$ cat config.mk
export PLATFORM = sky130hd
export DESIGN_NAME = cfg_por_seq
export DESIGN_NICKNAME = d
export VERILOG_FILES = /design/src/rtl/cfgseq_pkg.sv /design/src/rtl/cfgseq_sync.sv /design/src/rtl/cfgseq_por_timer.sv /design/src/rtl/cfgseq_fsm.sv /design/src/rtl/cfg_por_seq.sv
export SDC_FILE = /design/constraint.sdc
export NUM_CORES = 1
export LEC_CHECK = 0
export BUFFER_PORTS_ARGS = -buffer_cell sky130_fd_sc_hd__buf_4
export CAP_MARGIN = 20
export CORE_UTILIZATION = 54
export DETAILED_ROUTE_END_ITERATION = 12
export PLACE_DENSITY = 0.8
export SYNTH_ARGS = -nofsm -noshare
export SYNTH_HDL_FRONTEND = slang
export SYNTH_SLANG_ARGS = --single-unit
$ cat constraint.sdc
create_clock -name clk -period 2 [get_ports clk]
set_clock_uncertainty 0.05 [all_clocks]
set_input_delay 0.1 -clock clk [delete_from_list [all_inputs] [get_ports clk]]
set_output_delay 0.1 -clock clk [all_outputs]
set_load 0.01 [all_outputs]
$ cat src/rtl/cfgseq_pkg.sv
package cfgseq_pkg;

  typedef enum logic [2:0] {
    ST_POR    = 3'd0,
    ST_RESET  = 3'd1,
    ST_WAIT   = 3'd2,
    ST_CONFIG = 3'd3,
    ST_INIT   = 3'd4,
    ST_USER   = 3'd5
  } stage_e;

  // Length of the power-on delay for a given select level.
  function automatic int unsigned por_len(input logic short_sel,
                                          input int unsigned long_cyc,
                                          input int unsigned short_cyc);
    return short_sel ? short_cyc : long_cyc;
  endfunction

  // The block pulls the shared line low only before it leaves reset.
  function automatic logic line_pulled(input stage_e st);
    return (st == ST_POR) || (st == ST_RESET);
  endfunction

  function automatic logic weak_pu_on(input stage_e st, input logic pu_off);
    return !pu_off && ((st == ST_RESET) || (st == ST_WAIT) ||
                       (st == ST_CONFIG) || (st == ST_INIT));
  endfunction

endpackage

$ cat src/rtl/cfgseq_sync.sv
module cfgseq_sync #(
  parameter int W     = 2,
  parameter int DEPTH = 2
) (
  input  logic         clk,
  input  logic         rst_n,
  input  logic [W-1:0] d_i,
  output logic [W-1:0] q_o
);
  logic [W-1:0] stage_q [DEPTH];

  for (genvar g = 0; g < DEPTH; g++) begin : g_stage
    if (g == 0) begin : g_first
      always_ff @(posedge clk or negedge rst_n) begin
        if (!rst_n) stage_q[g] <= '0;
        else        stage_q[g] <= d_i;
      end
    end else begin : g_next
      always_ff @(posedge clk or negedge rst_n) begin
        if (!rst_n) stage_q[g] <= '0;
        else        stage_q[g] <= stage_q[g-1];
      end
    end
  end

  assign q_o = stage_q[DEPTH-1];
endmodule

$ cat src/rtl/cfgseq_por_timer.sv
module cfgseq_por_timer
  import cfgseq_pkg::*;
#(
  parameter int unsigned LONG_CYC  = 25000000,
  parameter int unsigned SHORT_CYC = 500000
) (
  input  logic clk,
  input  logic rst_n,
  input  logic run_i,
  input  logic short_sel_i,
  output logic done_o
);
  localparam int unsigned MAXC = (LONG_CYC > SHORT_CYC) ? LONG_CYC : SHORT_CYC;
  localparam int unsigned CW   = $clog2(MAXC + 1);

  logic [CW-1:0] cnt_q;
  logic [CW-1:0] last_w;

  assign last_w = CW'(por_len(short_sel_i, LONG_CYC, SHORT_CYC) - 1);
  assign done_o = (cnt_q >= last_w);

  always_ff @(posedge clk or negedge rst_n) begin
    if (!rst_n)                cnt_q <= '0;
    else if (run_i && !done_o) cnt_q <= cnt_q + 1'b1;
  end


  por_cnt_range_chk: assert property (@(posedge clk) disable iff (!rst_n)
    cnt_q <= CW'(MAXC - 1));
endmodule

$ cat src/rtl/cfgseq_fsm.sv
module cfgseq_fsm
  import cfgseq_pkg::*;
#(
  parameter int unsigned INIT_CYC = 64
) (
  input  logic   clk,
  input  logic   rst_n,
  input  logic   por_done_i,
  input  logic   req_hi_i,
  input  logic   stat_hi_i,
  input  logic   load_done_i,
  output stage_e state_o
);
  localparam int unsigned ICW = $clog2(INIT_CYC + 1);

  stage_e   state_q, state_d;
  logic     req_prev_q;
  logic     pend_q;
  logic [ICW-1:0] init_cnt_q;

  logic req_rise_w;
  logic go_w;
  logic init_last_w;

  assign req_rise_w  = req_hi_i && !req_prev_q;
  assign go_w        = pend_q || req_rise_w;
  assign init_last_w = (init_cnt_q == ICW'(INIT_CYC - 1));

  always_comb begin
    state_d = state_q;
    unique case (state_q)
      ST_POR:    if (por_done_i) state_d = ST_RESET;
      ST_RESET:  if (go_w) state_d = ST_WAIT;
      ST_WAIT:   if (!req_hi_i) state_d = ST_RESET;
                 else if (stat_hi_i) state_d = ST_CONFIG;
      ST_CONFIG: if (!req_hi_i) state_d = ST_RESET;
                 else if (load_done_i) state_d = ST_INIT;
      ST_INIT:   if (!req_hi_i) state_d = ST_RESET;
                 else if (init_last_w) state_d = ST_USER;
      ST_USER:   state_d = ST_USER;
      default:   state_d = ST_POR;
    endcase
  end

  always_ff @(posedge clk or negedge rst_n) begin
    if (!rst_n) begin
      state_q    <= ST_POR;
      req_prev_q <= 1'b0;
      pend_q     <= 1'b0;
      init_cnt_q <= '0;
    end else begin
      state_q    <= state_d;
      req_prev_q <= req_hi_i;
      if (!req_hi_i)                       pend_q <= 1'b0;
      else if (state_q == ST_RESET && go_w) pend_q <= 1'b0;
      else if (req_rise_w)                 pend_q <= 1'b1;
      if (state_q == ST_INIT) init_cnt_q <= init_cnt_q + 1'b1;
      else                    init_cnt_q <= '0;
    end
  end

  assign state_o = state_q;


  por_exit_chk: assert property (@(posedge clk) disable iff (!rst_n)
    (state_q != ST_POR && $past(state_q) == ST_POR) |-> $past(por_done_i));


  wait_entry_chk: assert property (@(posedge clk) disable iff (!rst_n)
    (state_q == ST_WAIT && $past(state_q) == ST_RESET) |-> $past(req_hi_i));


  cfg_entry_chk: assert property (@(posedge clk) disable iff (!rst_n)
    (state_q == ST_CONFIG && $past(state_q) != ST_CONFIG) |->
      ($past(state_q) == ST_WAIT && $past(stat_hi_i)));


  abort_chk: assert property (@(posedge clk) disable iff (!rst_n)
    (($past(state_q) == ST_WAIT || $past(state_q) == ST_CONFIG ||
      $past(state_q) == ST_INIT) && !$past(req_hi_i)) |-> state_q == ST_RESET);


  user_entry_chk: assert property (@(posedge clk) disable iff (!rst_n)
    (state_q == ST_USER && $past(state_q) != ST_USER) |->
      ($past(state_q) == ST_INIT && $past(init_last_w)));
endmodule

$ cat src/rtl/cfg_por_seq.sv
module cfg_por_seq
  import cfgseq_pkg::*;
#(
  parameter int unsigned LONG_CYC  = 25000000,
  parameter int unsigned SHORT_CYC = 500000,
  parameter int unsigned INIT_CYC  = 64
) (
  input  logic       clk,
  input  logic       rst_n,
  input  logic       por_short_i,
  input  logic       cfg_req_i,
  input  logic       stat_i,
  input  logic       load_done_i,
  input  logic       pu_off_i,
  output logic       stat_pull_o,
  output logic       io_tristate_o,
  output logic       io_weak_pu_o,
  output logic [2:0] stage_o
);
  logic [1:0] sync_w;
  logic       req_hi_w;
  logic       stat_hi_w;
  logic       por_done_w;
  stage_e     state_w;

  cfgseq_sync #(.W(2), .DEPTH(2)) u_sync (
    .clk   (clk),
    .rst_n (rst_n),
    .d_i   ({cfg_req_i, stat_i}),
    .q_o   (sync_w)
  );
  assign req_hi_w  = sync_w[1];
  assign stat_hi_w = sync_w[0];

  cfgseq_por_timer #(.LONG_CYC(LONG_CYC), .SHORT_CYC(SHORT_CYC)) u_timer (
    .clk         (clk),
    .rst_n       (rst_n),
    .run_i       (state_w == ST_POR),
    .short_sel_i (por_short_i),
    .done_o      (por_done_w)
  );

  cfgseq_fsm #(.INIT_CYC(INIT_CYC)) u_fsm (
    .clk         (clk),
    .rst_n       (rst_n),
    .por_done_i  (por_done_w),
    .req_hi_i    (req_hi_w),
    .stat_hi_i   (stat_hi_w),
    .load_done_i (load_done_i),
    .state_o     (state_w)
  );

  assign stat_pull_o   = line_pulled(state_w);
  assign io_tristate_o = (state_w != ST_USER);
  assign io_weak_pu_o  = weak_pu_on(state_w, pu_off_i);
  assign stage_o       = state_w;


  pu_needs_tri_chk: assert property (@(posedge clk) disable iff (!rst_n)
    io_weak_pu_o |-> io_tristate_o);


  por_holds_line_chk: assert property (@(posedge clk) disable iff (!rst_n)
    (stage_o == 3'd0) |-> stat_pull_o);
endmodule

== Word level (Yosys, flattened, before mapping) ==
Index checks and enable logic that the tools add are counted.
Operators by class
  $add $sub $neg: 3
  $mul: 0
  divide/modulo/power cells: 0
  order comparisons: 1
  equality and inequality tests: 13
  shifts and indexed selects: 0
  muxes and demuxes: 14
  bitwise operators: 0
  reductions and logical operators: 14
Operators by type and width (count)
  $add 25x1->25 const B: 1
  $ge 25x25->1: 1
  $mux 25: 1
  $sub 25x1->25 const B: 1
  $mux 3: 8
  $pmux 3 s6: 1
  $ne 3x3->1 const B: 3
  $add 7x1->7 const B: 1
  $eq 7x6->1 const B: 1
  $mux 7: 1
  $eq 3x2->1 const B: 2
  $eq 3x3->1 const B: 2
  $logic_or 1x1->1: 5
  $reduce_and 5->1: 1
  $logic_and 1x1->1: 4
  $eq 3x1->1 const B: 1
  $logic_not 1->1: 3
  $logic_not 3->1: 1
  $mux 1: 3
  $ne 3x1->1 const B: 1
  $ne 3x2->1 const B: 1
  $ne 2x1->1 const B: 1
  $ne 2x2->1 const B: 1
Word-level totals
  register bits: 41
  bits in latches: 0
  bits in writable memories: 0
  memory bits (read-only): 0
  word-level logic and storage cells: 52
  memories: 0

== Logic depth before layout (Yosys ltp) ==
Gate-level depths: netlist of run 1.
  depth after elaboration: 6
  gate-level depth with buffers: 10

== Hierarchy ==
From an unflattened synthesis of run 1, not the netlist that was laid out.
Unflattened totals
  cell total of the unflattened synthesis: 218
  area total of the unflattened synthesis: 2312.2 µm²
By module, submodules not included
  cfgseq_por_timer: times used 1, cells each 149, area an instance 1592.8 µm²
  cfgseq_fsm: times used 1, cells each 58, area an instance 565.5 µm²
  cfgseq_sync: times used 1, cells each 6, area an instance 115.1 µm²
  cfg_por_seq: times used 1, cells each 5, area an instance 38.8 µm²

== Least setup slack after synthesis of run 1 ==
No wires, ideal clock.
  path kind: reg-to-reg
  start point: register u_timer.cnt_q[0]
  end point: register u_fsm.state_q[0] (netlist: u_fsm.state_o[0])
  arrival: 1.946 ns
  setup slack: -0.123 ns
  stages on the path, launching flop included: 9
  buffers on the path: 1
  path through: dfrtp_1 -> ha_1 -> or3b_1 -> a211oi_2 -> o311ai_1 -> and2_1 -> buf_6 -> a21oi_2 -> mux2_1
Between the ends
  cells in the longest elaborated chain, start to end: 3
Ends and longest elaborated chain
  start, declared: RTL line cfgseq_por_timer.sv:16  | logic [CW-1:0] cnt_q;
  start signal, assigned: RTL line cfgseq_por_timer.sv:24  | else if (run_i && !done_o) cnt_q <= cnt_q + 1'b1;
  $ge 25x25->1: RTL line cfgseq_por_timer.sv:20  | assign done_o = (cnt_q >= last_w);
  $ne 2x2->1 (no source line)
  $reduce_and 5->1 (no source line)
  end signal, assigned: RTL line cfgseq_fsm.sv:52  | state_q <= state_d;
  end, declared: RTL line cfgseq_fsm.sv:16  | stage_e state_q, state_d;
No other way between the ends.
A chain may end at the register's enable or synchronous reset.

== Worst setup path after layout of run 1 ==
Same ends and word-level chain as after synthesis.

==> results.md, run 1 <==
* Tightest Pin Transition at 0.508 ns
* PortBufs at 12
* Drt pass-1 iters at 5
* Status: finished with violations
* Row Count at 22
* Post-synth top area share at 46.2%
* Clock transition at path regs at 0.08 ns
* Io pins at 13
* Initial DRC count at 141
* Failing checks: negative setup slack
* Initial antenna violation count at 0
* DP HPWL at 3.15 mm
* Initial Util at 58.4%
* Clock Tree Root: clkbuf_8
* CP Capture Type: flop
* Syn avg cell area at 10.5 µm²
* Leading post-synthesis cells by instance count: 41 x dfrtp_1, 25 x xnor2_1, 15 x nor2_1
* Via density at 5.72
* Sequential area share after synthesis at 46.2%
* First-pass GRT wire length at 7.94 mm
* XOR/XNOR Fraction of Synth Area at 10.7%
* Synth Area in Compound Gates at 8.01%
* Critical Path RT at 2.14 ns
* Global Route Usage Sum at 25.1%
* Yosys cell types at 45
* DIE WIDTH at 66.1 µm
* Post-route worst setup slack at -0.0687 ns
* Mux contribution to synthesized area at 1.02%
* Die area at 4370 µm²
* WL/cell at 15.5 µm
* Worst-path fanout max at 4
* Pin count of the biggest net entering global routing at 42
* Maxcap violations at 0
* Die H at 66.1 µm
* Power Density at 514 nW/µm²
* CP Class: reg2reg
* VDD IR max at 570 µV
* Fmax achieved at 483 MHz
* Final Hold Vio Count at 0
* Period utilization at 103%
* EDFF count, synth at 0
* Grt ovf at 0
* Final ANT Viol Nets at 0
* Crit path DAT at 2.20 ns
* Max-slew headroom at 66.2%
* Syn Nets at 232
* Total number of vias at 1768
* Reg2Reg Depth at 7
* Final Max Tran Viols at 0
* #FFs+latches synth at 41
* Post-Route WL at 4.79 mm
* Clock sinks at 41
* Share of async-settable or async-resettable flops after synthesis at 100%
* ANT cells at 0
* Synth Instances at 211
* Post-Synth Adder-Cell Area at 7.90%
* H-Tree Depth at 2
* Setup repair after global routing missed its margin: yes
* Most frequent cell after synthesis: dfrtp_1
* Post-route design area at 2790 µm²
* Synthesized cell area at 2220 µm²
* Tmin final at 2.07 ns
* Setup Viol. Count Final at 2
* WHS Path Cells at 3
* Vias in the first global route at 1765
* Num CTS Buffers at 5
* Simple-gate area share of the yosys netlist at 22.2%
* Top area cells in the synthesized netlist: dfrtp_1 46%, xnor2_1 9.9%, ha_1 7.9%, nand3_1 3.2%, and3_1 3.1%
* Placeable Area at 3800 µm²
* Area delta synth->final at 25.5%
* Clock Tree Buf Depth at 2
* Nets at 282
* Drt drc at 0
* Fillers at 267
* Synth warn at 0
* Post-Place Cell Area at 2570 µm²
* Gpl congestion at 0.843
* Hold Path Class: in2reg
* Post-place setup slack at -0.121 ns
* CTS tree: yes
* Worst-Skew Late Latency at 0.30 ns
* Fraction of layout cells with a size suffix above 1 at 29.9%
* CP Launch Type: flop
* Largest family of logic cells by synthesized area: simple AND/OR/NAND/NOR gates
* Post-synth top flop: dfrtp_1
* P_leak at 1.28 nW
* Post-synth top area cell: dfrtp_1
[layout by cell type, fill, tap and decap left out, types with 2 or more instances in the layout]
| cell type | netlist | routed |
|---|---|---|
| nand4_2 | 2 | 2 |
| clkbuf_8 | 0 | 5 |
| a21oi_1 | 9 | 8 |
| a21oi_2 | 1 | 2 |
| nand2_1 | 12 | 12 |
| nand3_1 | 14 | 14 |
| dlygate4sd3_1 | 0 | 3 |
| xor2_1 | 2 | 2 |
| xnor2_1 | 25 | 25 |
| ha_1 | 14 | 11 |
| nor3_1 | 3 | 3 |
| nand4_1 | 11 | 11 |
| or3_1 | 2 | 2 |
| buf_4 | 1 | 45 |
| and3_1 | 11 | 11 |
| o21ai_0 | 4 | 4 |
| and4_1 | 4 | 4 |
| inv_1 | 7 | 7 |
| nand3_2 | 3 | 3 |
| dfrtp_1 | 41 | 41 |
| nor2_1 | 15 | 14 |
| ha_4 | 0 | 3 |
| a211oi_2 | 1 | 2 |
[repair_timing]
action / 4_1_cts / 5_1_grt
hold buffers: 3 / 0
buffers inserted: 1 / 1
gates cloned: 1 / 0
gates resized for setup: 9 / 6
pin swaps: 2 / 3
setup endpoints to repair: 24 / 25
endpoints found under the hold margin: 43 / 0
[critical path, stage by stage, from the launching register on]
cell	delay [ns]
dfrtp_1	0.41
ha_4	0.15
or3b_4	0.37
a211oi_2	0.22
o311ai_2	0.12
and2_4	0.19
a21oi_2	0.14
mux2_4	0.30
[final timing paths]
kind                                         from                end  slack [ns]
worst max-delay path             u_timer.cnt_q[0]   u_fsm.state_o[0]       -0.07
worst min-delay path                  load_done_i   u_fsm.state_o[2]        0.09
worst max register to register   u_timer.cnt_q[0]   u_fsm.state_o[0]       -0.07
worst min register to register  u_sync.stage_q[2]      u_sync.q_o[0]        0.31
max in group asynchronous                   rst_n  u_timer.cnt_q[13]        1.28
min in group asynchronous                   rst_n   u_timer.cnt_q[4]        0.26
[per-layer routing]
layer	vias to the layer above	GRT usage, %	part of all wire, %
li1	861	-	-
met1	848	31.3	43
met2	47	39.8	49
met3	12	6.72	5.1
met4	0	12.8	2.7
met5	-	0	0
[through the flow]
stage / power, W / cells / utilization (%) / TNS (ns) / hold slack, ns
6_report: 0.00143 / 309 / 73.3 / -0.110 / 0.0879
5_1_grt: 0.00149 / 309 / 73.3 / -0.945 / 0.0877
4_1_cts: 0.00143 / 308 / 72.0 / -0.178 / 0.0836
3_5_place_dp: 0.000918 / 296 / 67.7 / -1.61 / 0.0618
3_3_place_gp: 0.000915 / 296 / 67.7 / -1.04 / 0.0591
2_1_floorplan: 0.000873 / 211 / - / -0.166 / -0.246
[cells by family (layout without fill, tap and decap cells)]
| kind of cell | after synthesis | in the layout |
|---|---|---|
| fa+ha+maj | 14 | 14 |
| simple gates | 86 | 86 |
| compound gates | 26 | 26 |
| xor+xnor | 27 | 27 |
| mux | 2 | 2 |
| buf+inv | 15 | 65 |
| flops | 41 | 41 |
[cell type report]
type	instances	area [µm²]	area share, %
clock buffers	6	72.6	2.61
inverters	7	26.3	0.943
repair buffers	51	407	14.6
flip-flops and latches	41	1030	36.8
multi-input cells	155	1180	42.5
well taps	48	60.1	2.16
clock inverters	1	8.76	0.314
[sequential cells by signal, summed over array words and instances, names as in the netlist]
name	flops
u_fsm.req_prev_q	1
u_fsm.init_cnt_q	7
u_sync.q_o	2
u_fsm.state_o	3
u_timer.cnt_q	25
u_sync.stage_q	2
u_fsm.pend_q	1
[power breakdown]
| part | switching [W] | internal, W | total (W) | leakage, nW |
|---|---|---|---|---|
| registers | 0.00000353 | 0.000835 | 0.000838 | 0.550 |
| logic | 0.0000393 | 0.0000320 | 0.0000713 | 0.691 |
| clock network | 0.000281 | 0.000241 | 0.000522 | 0.0412 |
No activity file was read; power rests on OpenSTA's default activity.
==> run 2: changes to the inputs <==
--- a/config.mk
+++ b/config.mk
@@ -5,11 +5,12 @@
 export SDC_FILE = /design/constraint.sdc
 export NUM_CORES = 1
 export LEC_CHECK = 0
+export ABC_AREA = 1
 export BUFFER_PORTS_ARGS = -buffer_cell sky130_fd_sc_hd__buf_4
 export CAP_MARGIN = 20
-export CORE_UTILIZATION = 54
+export CORE_UTILIZATION = 55
 export DETAILED_ROUTE_END_ITERATION = 12
-export PLACE_DENSITY = 0.8
+export PLACE_DENSITY = 0.81
 export SYNTH_ARGS = -nofsm -noshare
 export SYNTH_HDL_FRONTEND = slang
 export SYNTH_SLANG_ARGS = --single-unit
==> run 2 against run 1 <==
The run ends with design-rule violations left. Die area rose by 15%. Critical endpoint is now u_timer.cnt_q[5]. Sequential share of layout area fell by 4.0 points. Setup slack improved by 0.11 ns. Critical path type unchanged. Largest power group is now combinational logic. Utilization fell by 3.5 points. Fmax rose by 5.7%. Largest cell class unchanged. Register-to-register slack improved by 0.11 ns.
==> results.md, run 2 <==
* Clock transition at path regs at 0.08 ns (about the same)
* Via density at 5.46 (was 5.72)
* Row Count at 24 (was 22)
* Vias in the first global route at 2365 (was 1765)
* Tightest Pin Transition at 0.523 ns (was 0.508 ns)
* Critical path's top delay family: simple AND/OR/NAND/NOR gates (unchanged)
* Share of async-settable or async-resettable flops after synthesis at 100% (unchanged)
* #FFs+latches synth at 41 (unchanged)
* Syn avg cell area at 7.22 µm² (was 10.5 µm²)
* Clock sinks at 41 (unchanged)
* Initial DRC count at 194 (was 141)
* Max-slew headroom at 65.1% (was 66.2%)
* Critical Path RT at 2.14 ns (about the same)
* Most frequent cells in the layout: 122 x nand2_1, 42 x nor2_1, 40 x dfrtp_1, 34 x inv_1, 31 x buf_4 (was 45 x buf_4, 41 x dfrtp_1, 25 x xnor2_1, 14 x nor2_1, 14 x nand3_1)
* EDFF count, synth at 0 (unchanged)
* Max reg flops at 25 (unchanged)
* ANT cells at 0 (unchanged)
* Syn Nets at 383 (was 232)
* CTS tree: yes (unchanged)
* VDD IR max at 526 µV (was 570 µV)
* Num CTS Buffers at 5 (unchanged)
* P_leak at 1.52 nW (was 1.28 nW)
* CP Launch Type: flop (unchanged)
* Crit-path max cell delay at 0.42 ns (was 0.41 ns)
* Placeable Area at 4470 µm² (was 3800 µm²)
* Status: finished with violations (unchanged)
* Setup TNS at 0 ns (was -0.110 ns)
* Nets at 422 (was 282)
* CP Buf/Inv Count at 1 (was 0)
* H-Tree Depth at 2 (unchanged)
* Post-Route Utilization at 69.8% (was 73.3%)
* Non-Filler Instances at 454 (was 309)
* Area delta synth->final at 19.5% (was 25.5%)
* Leading post-synthesis cells by instance count: 124 x nand2_1, 45 x nor2_1, 41 x dfrtp_1 (was 41 x dfrtp_1, 25 x xnor2_1, 15 x nor2_1)
* Most frequent cell after synthesis: nand2_1 (was dfrtp_1)
* Inst Count DP at 433 (was 296)
* Hold WS at 0.130 ns (was 0.0879 ns)
* Drt drc at 2 (was 0)
* Fmax achieved at 511 MHz (was 483 MHz)
* Post-synth top area cell: dfrtp_1 (unchanged)
* Worst-path fanout max at 8 (was 4)
* DIE WIDTH at 71.0 µm (was 66.1 µm)
* Maxcap violations at 0 (unchanged)
* Setup Viol. Count Final at 0 (was 2)
* Most common cell after layout, fill and taps aside: nand2_1 (was buf_4)
* Clock Tree Buf Depth at 2 (unchanged)
* Yosys cell types at 25 (was 45)
* Sequential area share after synthesis at 39.2% (was 46.2%)
* Final Hold Vio Count at 0 (unchanged)
* Tmin final at 1.96 ns (was 2.07 ns)
* Initial Util at 58.4% (about the same)
* Synthesized cell area at 2620 µm² (was 2220 µm²)
* Crit path DAT at 2.09 ns (was 2.20 ns)
* Post-place setup slack at -0.00820 ns (was -0.121 ns)
* Grt ovf at 0 (unchanged)
* Io pins at 13 (unchanged)
* R2R setup slack at 0.04 ns (was -0.07 ns)
* Failing checks: design-rule violations (was negative setup slack)
* Worst path cell trace: ha_1, a21oi_1, nand2_1, nor2_2, nand3_4, buf_6, o21ai_0, nand2_1 (was ha_4, or3b_4, a211oi_2, o311ai_2, and2_4, a21oi_2, mux2_4)
* DP HPWL at 4.53 mm (was 3.15 mm)
* Final ANT Viol Nets at 0 (unchanged)
* Die H at 71.0 µm (was 66.1 µm)
* Post-Route WL at 6.37 mm (was 4.79 mm)
* Clock Tree Root: clkbuf_8 (unchanged)
* Post-synth top flop: dfrtp_1 (unchanged)
* First-pass GRT wire length at 10.5 mm (was 7.94 mm)
* Synth Instances at 362 (was 211)
* WL/cell at 14.0 µm (was 15.5 µm)
* Hold Path Class: in2reg (unchanged)
* Most frequent CP cell: nand2_1
* Post-synth top area share at 39.2% (was 46.2%)
* CP Class: reg2reg (unchanged)
* Worst-Skew Late Latency at 0.30 ns (about the same)
* Total number of vias at 2477 (was 1768)
* PortBufs at 12 (unchanged)
* Power Density at 969 nW/µm² (was 514 nW/µm²)
* Crit path max-delay cell type: dfrtp_1 (unchanged)
* Fraction of layout cells with a size suffix above 1 at 14.9% (was 29.9%)
* Top area cells in the synthesized netlist: dfrtp_1 39%, nand2_1 18%, ha_1 6.7%, nor2_1 6.5%, inv_1 5.0% (was dfrtp_1 46%, xnor2_1 9.9%, ha_1 7.9%, nand3_1 3.2%, and3_1 3.1%)
* Pin count of the biggest net entering global routing at 42 (unchanged)
* Synth warn at 0 (unchanged)
* Gpl congestion at 0.951 (was 0.843)
* Final Max Tran Viols at 0 (unchanged)
* Drt pass-1 iters at 9 (was 5)
* Global Route Usage Sum at 27.1% (was 25.1%)
* Post-route worst setup slack at 0.0424 ns (was -0.0687 ns)
* CP Capture Type: flop (unchanged)
* Initial antenna violation count at 0 (unchanged)
* Largest Register: u_timer.cnt_q (unchanged)
* Period utilization at 97.9% (was 103%)
* Die area at 5030 µm² (was 4370 µm²)
-- run 2: changes by cell type in the layout (fill, tap and decap cells not counted), sizes merged, moves of 12 or more --
cell   delta
buf      -13
inv      +29
nand2   +114
nor2     +33
nor3     +12
xnor2    -17
-- run 2: layer usage --
| metal | wire (µm) | GRT usage [%] | vias up |
|---|---|---|---|
| met2 | 2970 | 43.3 | 78 |
| li1 | - | - | 1230 |
| met5 | 0 | 0 | - |
| met4 | 195 | 11.3 | 0 |
| met1 | 2860 | 36.6 | 1148 |
| met3 | 335 | 4.84 | 21 |
-- run 2: worst reg2reg max path, cell delays in order, from the launching register on --
cell and delay (ns):
dfrtp_1 0.42, ha_1 0.33, a21oi_1 0.26, nand2_1 0.11
nor2_2 0.13, nand3_4 0.15, buf_6 0.18, o21ai_0 0.15
nand2_1 0.07
-- run 2: cell type report --
| class | instances | area [µm²] |
|---|---|---|
| repair buffers | 37 | 305 |
| multi-input cells | 280 | 1470 |
| clock inverters | 3 | 46.3 |
| inverters | 36 | 140 |
| flip-flops and latches | 41 | 1030 |
| well taps | 52 | 65.1 |
| clock buffers | 5 | 68.8 |
| fillers | 349 | 1350 |
-- run 2: worst paths after layout --
kind	startpoint	endpoint	cells after the start
max in group asynchronous	rst_n	u_timer.cnt_q[11]	2
min in group asynchronous	rst_n	u_fsm.init_cnt_q[5]	2
worst max-delay path	u_timer.cnt_q[24]	u_timer.cnt_q[5]	8
worst min register to register	u_sync.stage_q[2]	u_sync.q_o[0]	0
worst min-delay path	load_done_i	u_fsm.state_o[1]	6
worst max register to register	u_timer.cnt_q[24]	u_timer.cnt_q[5]	8
-- run 2: metrics by stage --
step / power, W / instance area (µm²)
after floorplan: 0.00184 / 2620
after global placement: 0.00218 / 2840
after detailed placement: 0.00221 / 2840
after CTS: 0.00291 / 2980
after global routing: 0.00322 / 3120
final: 0.00303 / 3120
-- run 2: repair_timing --
action                                 in CTS  in global routing
setup endpoints to repair                   2                 28
buffers inserted                            0                 10
resized for setup                           3                 17
hold buffers                                3                  0
pin swaps                                   0                  4
endpoints found under the hold margin      43                  0
-- run 2: power by group --
| group | switching, W | internal [W] |
|---|---|---|
| logic | 0.000753 | 0.000520 |
| registers | 0.000127 | 0.000948 |
| clock network | 0.000306 | 0.000373 |
-- run 2: kinds of logic (layout without fill, tap and decap cells) --
| group | after synthesis | after routing | synth area share, % |
|---|---|---|---|
| buf+inv | 41 | 81 | 6.60 |
| xor+xnor | 21 | 21 | 7.03 |
| flops | 41 | 41 | 39.2 |
| compound gates | 25 | 25 | 5.12 |
| simple gates | 220 | 220 | 35.3 |
| fa+ha+maj | 14 | 14 | 6.70 |
==> run 3: changes to the inputs <==
==> constraint.sdc (replaced) <==
create_clock -name clk -period 1.8 [get_ports clk]
set_clock_uncertainty 0.05 [all_clocks]
set_input_delay 0.09 -clock clk [delete_from_list [all_inputs] [get_ports clk]]
set_output_delay 0.09 -clock clk [all_outputs]
set_load 0.01 [all_outputs]
==> run 3 against run 2 <==
The run ends with design-rule violations, negative setup slack left. Wire length up 2.6%. Die area is the same. Sequential power is 8% higher. Sequential share of layout area shrank 2.2 points. Global-route usage rose by 0.24 points. Fmax increased by 3.6%. Register-to-register slack worse by 0.13 ns. Sequential cell count is the same. Setup slack got worse by 0.13 ns. First-iteration DRC count increased by 32%. Critical path depth increased by 3. Non-clock buffer count grew 12.
==> results.md, run 3 (same netlist as run 2, synthesis figures left out) <==
* Status: finished with violations (unchanged)
* Failing checks: design-rule violations, negative setup slack (was design-rule violations)
* Hold Path Class: in2reg (unchanged)
* Reg area at 1030 µm² (about the same)
* Vias in the first global route at 2396 (was 2365)
* Initial Util at 58.4% (unchanged)
* Hold WS at 0.0881 ns (was 0.130 ns)
* Crit-path max cell delay at 0.39 ns (was 0.42 ns)
* Fillers at 319 (was 349)
* Setup Viol. Count Final at 25 (was 0)
* Inst Count DP at 453 (was 433)
* Post-Route WL at 6.53 mm (was 6.37 mm)
* Clock Tree Root: clkbuf_8 (unchanged)
* Largest Register: u_timer.cnt_q (unchanged)
* Die H at 71.0 µm (unchanged)
* Tmin final at 1.89 ns (was 1.96 ns)
* Max-slew headroom at 65.8% (was 65.1%)
* Clock Tree Buf Depth at 2 (unchanged)
* Most frequent cells in the layout: 105 x nand2_1, 41 x nor2_1, 41 x dfrtp_1, 39 x buf_4, 34 x inv_1 (was 122 x nand2_1, 42 x nor2_1, 40 x dfrtp_1, 34 x inv_1, 31 x buf_4)
* CTS tree: yes (unchanged)
* Area delta synth->final at 28.1% (was 19.5%)
* Placeable Area at 4470 µm² (unchanged)
* Row Count at 24 (unchanged)
* Fraction of layout cells with a size suffix above 1 at 23.7% (was 14.9%)
* H-Tree Depth at 2 (unchanged)
* ANT cells at 0 (unchanged)
* Maxcap violations at 0 (unchanged)
* Power Total at 0.00366 W (was 0.00303 W)
* Worst-path fanout max at 10 (was 8)
* CP Class: reg2reg (unchanged)
* Final ANT Viol Nets at 0 (unchanged)
* Io pins at 13 (unchanged)
* Critical Path RT at 1.94 ns (was 2.14 ns)
* Setup repair after global routing missed its margin: yes
* CP Capture Type: flop (unchanged)
* Grt ovf at 0 (unchanged)
* Non-Filler Instances at 466 (was 454)
* Crit path DAT at 2.02 ns (was 2.09 ns)
* Gpl congestion at 0.987 (was 0.951)
* Critical path's top delay family: simple AND/OR/NAND/NOR gates (unchanged)
* Post-place setup slack at -0.111 ns (was -0.00820 ns)
* Fmax achieved at 529 MHz (was 511 MHz)
* Final Hold Vio Count at 0 (unchanged)
* Die area at 5030 µm² (unchanged)
* Global Route Usage Sum at 27.3% (was 27.1%)
* CP Buf/Inv Count at 2 (was 1)
* Clock sinks at 41 (unchanged)
* First-pass GRT wire length at 10.8 mm (was 10.5 mm)
* Post-route worst setup slack at -0.0888 ns (was 0.0424 ns)
* DIE WIDTH at 71.0 µm (unchanged)
* Power Density at 1090 nW/µm² (was 969 nW/µm²)
* Initial antenna violation count at 0 (unchanged)
* Total number of vias at 2616 (was 2477)
* WL/cell at 14.0 µm (about the same)
* Most common cell after layout, fill and taps aside: nand2_1 (unchanged)
* PortBufs at 12 (unchanged)
* Worst path cell trace: ha_1, nand2_2, nor2_4, nand4_1, nor2_1, nand2_1, nand3_4, inv_6, buf_12, nand2_1, o21ai_0 (was ha_1, a21oi_1, nand2_1, nor2_2, nand3_4, buf_6, o21ai_0, nand2_1)
* Tightest Pin Transition at 0.513 ns (was 0.523 ns)
* Nets at 434 (was 422)
* Crit path max-delay cell type: dfrtp_1 (unchanged)
* Clock transition at path regs at 0.08 ns (about the same)
* P_leak at 1.62 nW (was 1.52 nW)
* VDD IR max at 676 µV (was 526 µV)
* Drt pass-1 iters at 12 (was 9)
* Initial DRC count at 256 (was 194)
* Final Max Tran Viols at 0 (unchanged)
* Period utilization at 105% (was 97.9%)
* Worst-Skew Late Latency at 0.31 ns (was 0.30 ns)
* Num CTS Buffers at 5 (unchanged)
* Drt drc at 2 (unchanged)
* Max reg flops at 25 (unchanged)
* DP HPWL at 4.70 mm (was 4.53 mm)
* Via density at 5.61 (was 5.46)
* Multi-input logic area at 1600 µm² (was 1470 µm²)
* Most frequent CP cell: nand2_1 (unchanged)
* CP Launch Type: flop (unchanged)
* Pin count of the biggest net entering global routing at 42 (unchanged)
-- run 3: power breakdown --
group          total [W]  internal (W)  switching, W
logic            0.00175      0.000755      0.000996
clock network   0.000745      0.000416      0.000329
registers        0.00116       0.00105      0.000109
-- run 3: final timing paths --
kind,start,end,slack [ns],cells past startpoint
worst max-delay path,u_timer.cnt_q[14],u_timer.cnt_q[17],-0.09,11
worst min-delay path,load_done_i,u_fsm.state_o[1],0.09,6
worst max register to register,u_timer.cnt_q[14],u_timer.cnt_q[17],-0.09,11
worst min register to register,u_sync.stage_q[2],u_sync.q_o[0],0.31,0
max in group asynchronous,rst_n,u_timer.cnt_q[18],1.09,2
min in group asynchronous,rst_n,u_sync.stage_q[3],0.24,2
-- run 3: metrics by stage --
stage | util [%] | cell area (µm²) | TNS [ns]
floorplan | - | 2620 | 0
global placement | 66.7 | 2990 | -0.151
detailed placement | 66.7 | 2990 | -0.883
CTS | 71.7 | 3210 | -0.000223
global route | 74.9 | 3350 | -3.44
finish | 74.9 | 3350 | -1.41
-- run 3: worst reg2reg max path, delay by kind of cell, from the launching register on --
kind / cells / cell delay, ns
AO/OA/AOI/OAI: 1 / 0.07
buffers and inverters: 2 / 0.21
AND/OR/NAND/NOR: 7 / 0.77
flip-flops: 1 / 0.39
adder cells (fa/ha/maj): 1 / 0.29
-- run 3: metal layers --
metal | GRT usage, % | up-vias | part of all wire [%]
li1 | - | 1251 | -
met1 | 36.6 | 1251 | 45
met2 | 43.9 | 92 | 47
met3 | 5.27 | 22 | 5.8
met4 | 11.1 | 0 | 2.7
met5 | 0 | - | 0
-- run 3: cell type report --
type	count	share of cell area [%]
inverter	36	4.18
clock buffer	6	2.17
tap	52	1.94
sequential	41	30.6
clock inverter	2	1.16
multi-input combinational	280	47.7
timing repair buffer	49	12.3
-- run 3: repair_timing --
item | in CTS | in global routing
hold endpoints to repair | 43 | 0
pin swaps | 2 | 13
buffers inserted | 1 | 1
resized for setup | 17 | 42
hold buffers | 3 | 0
setup endpoints to repair | 26 | 29
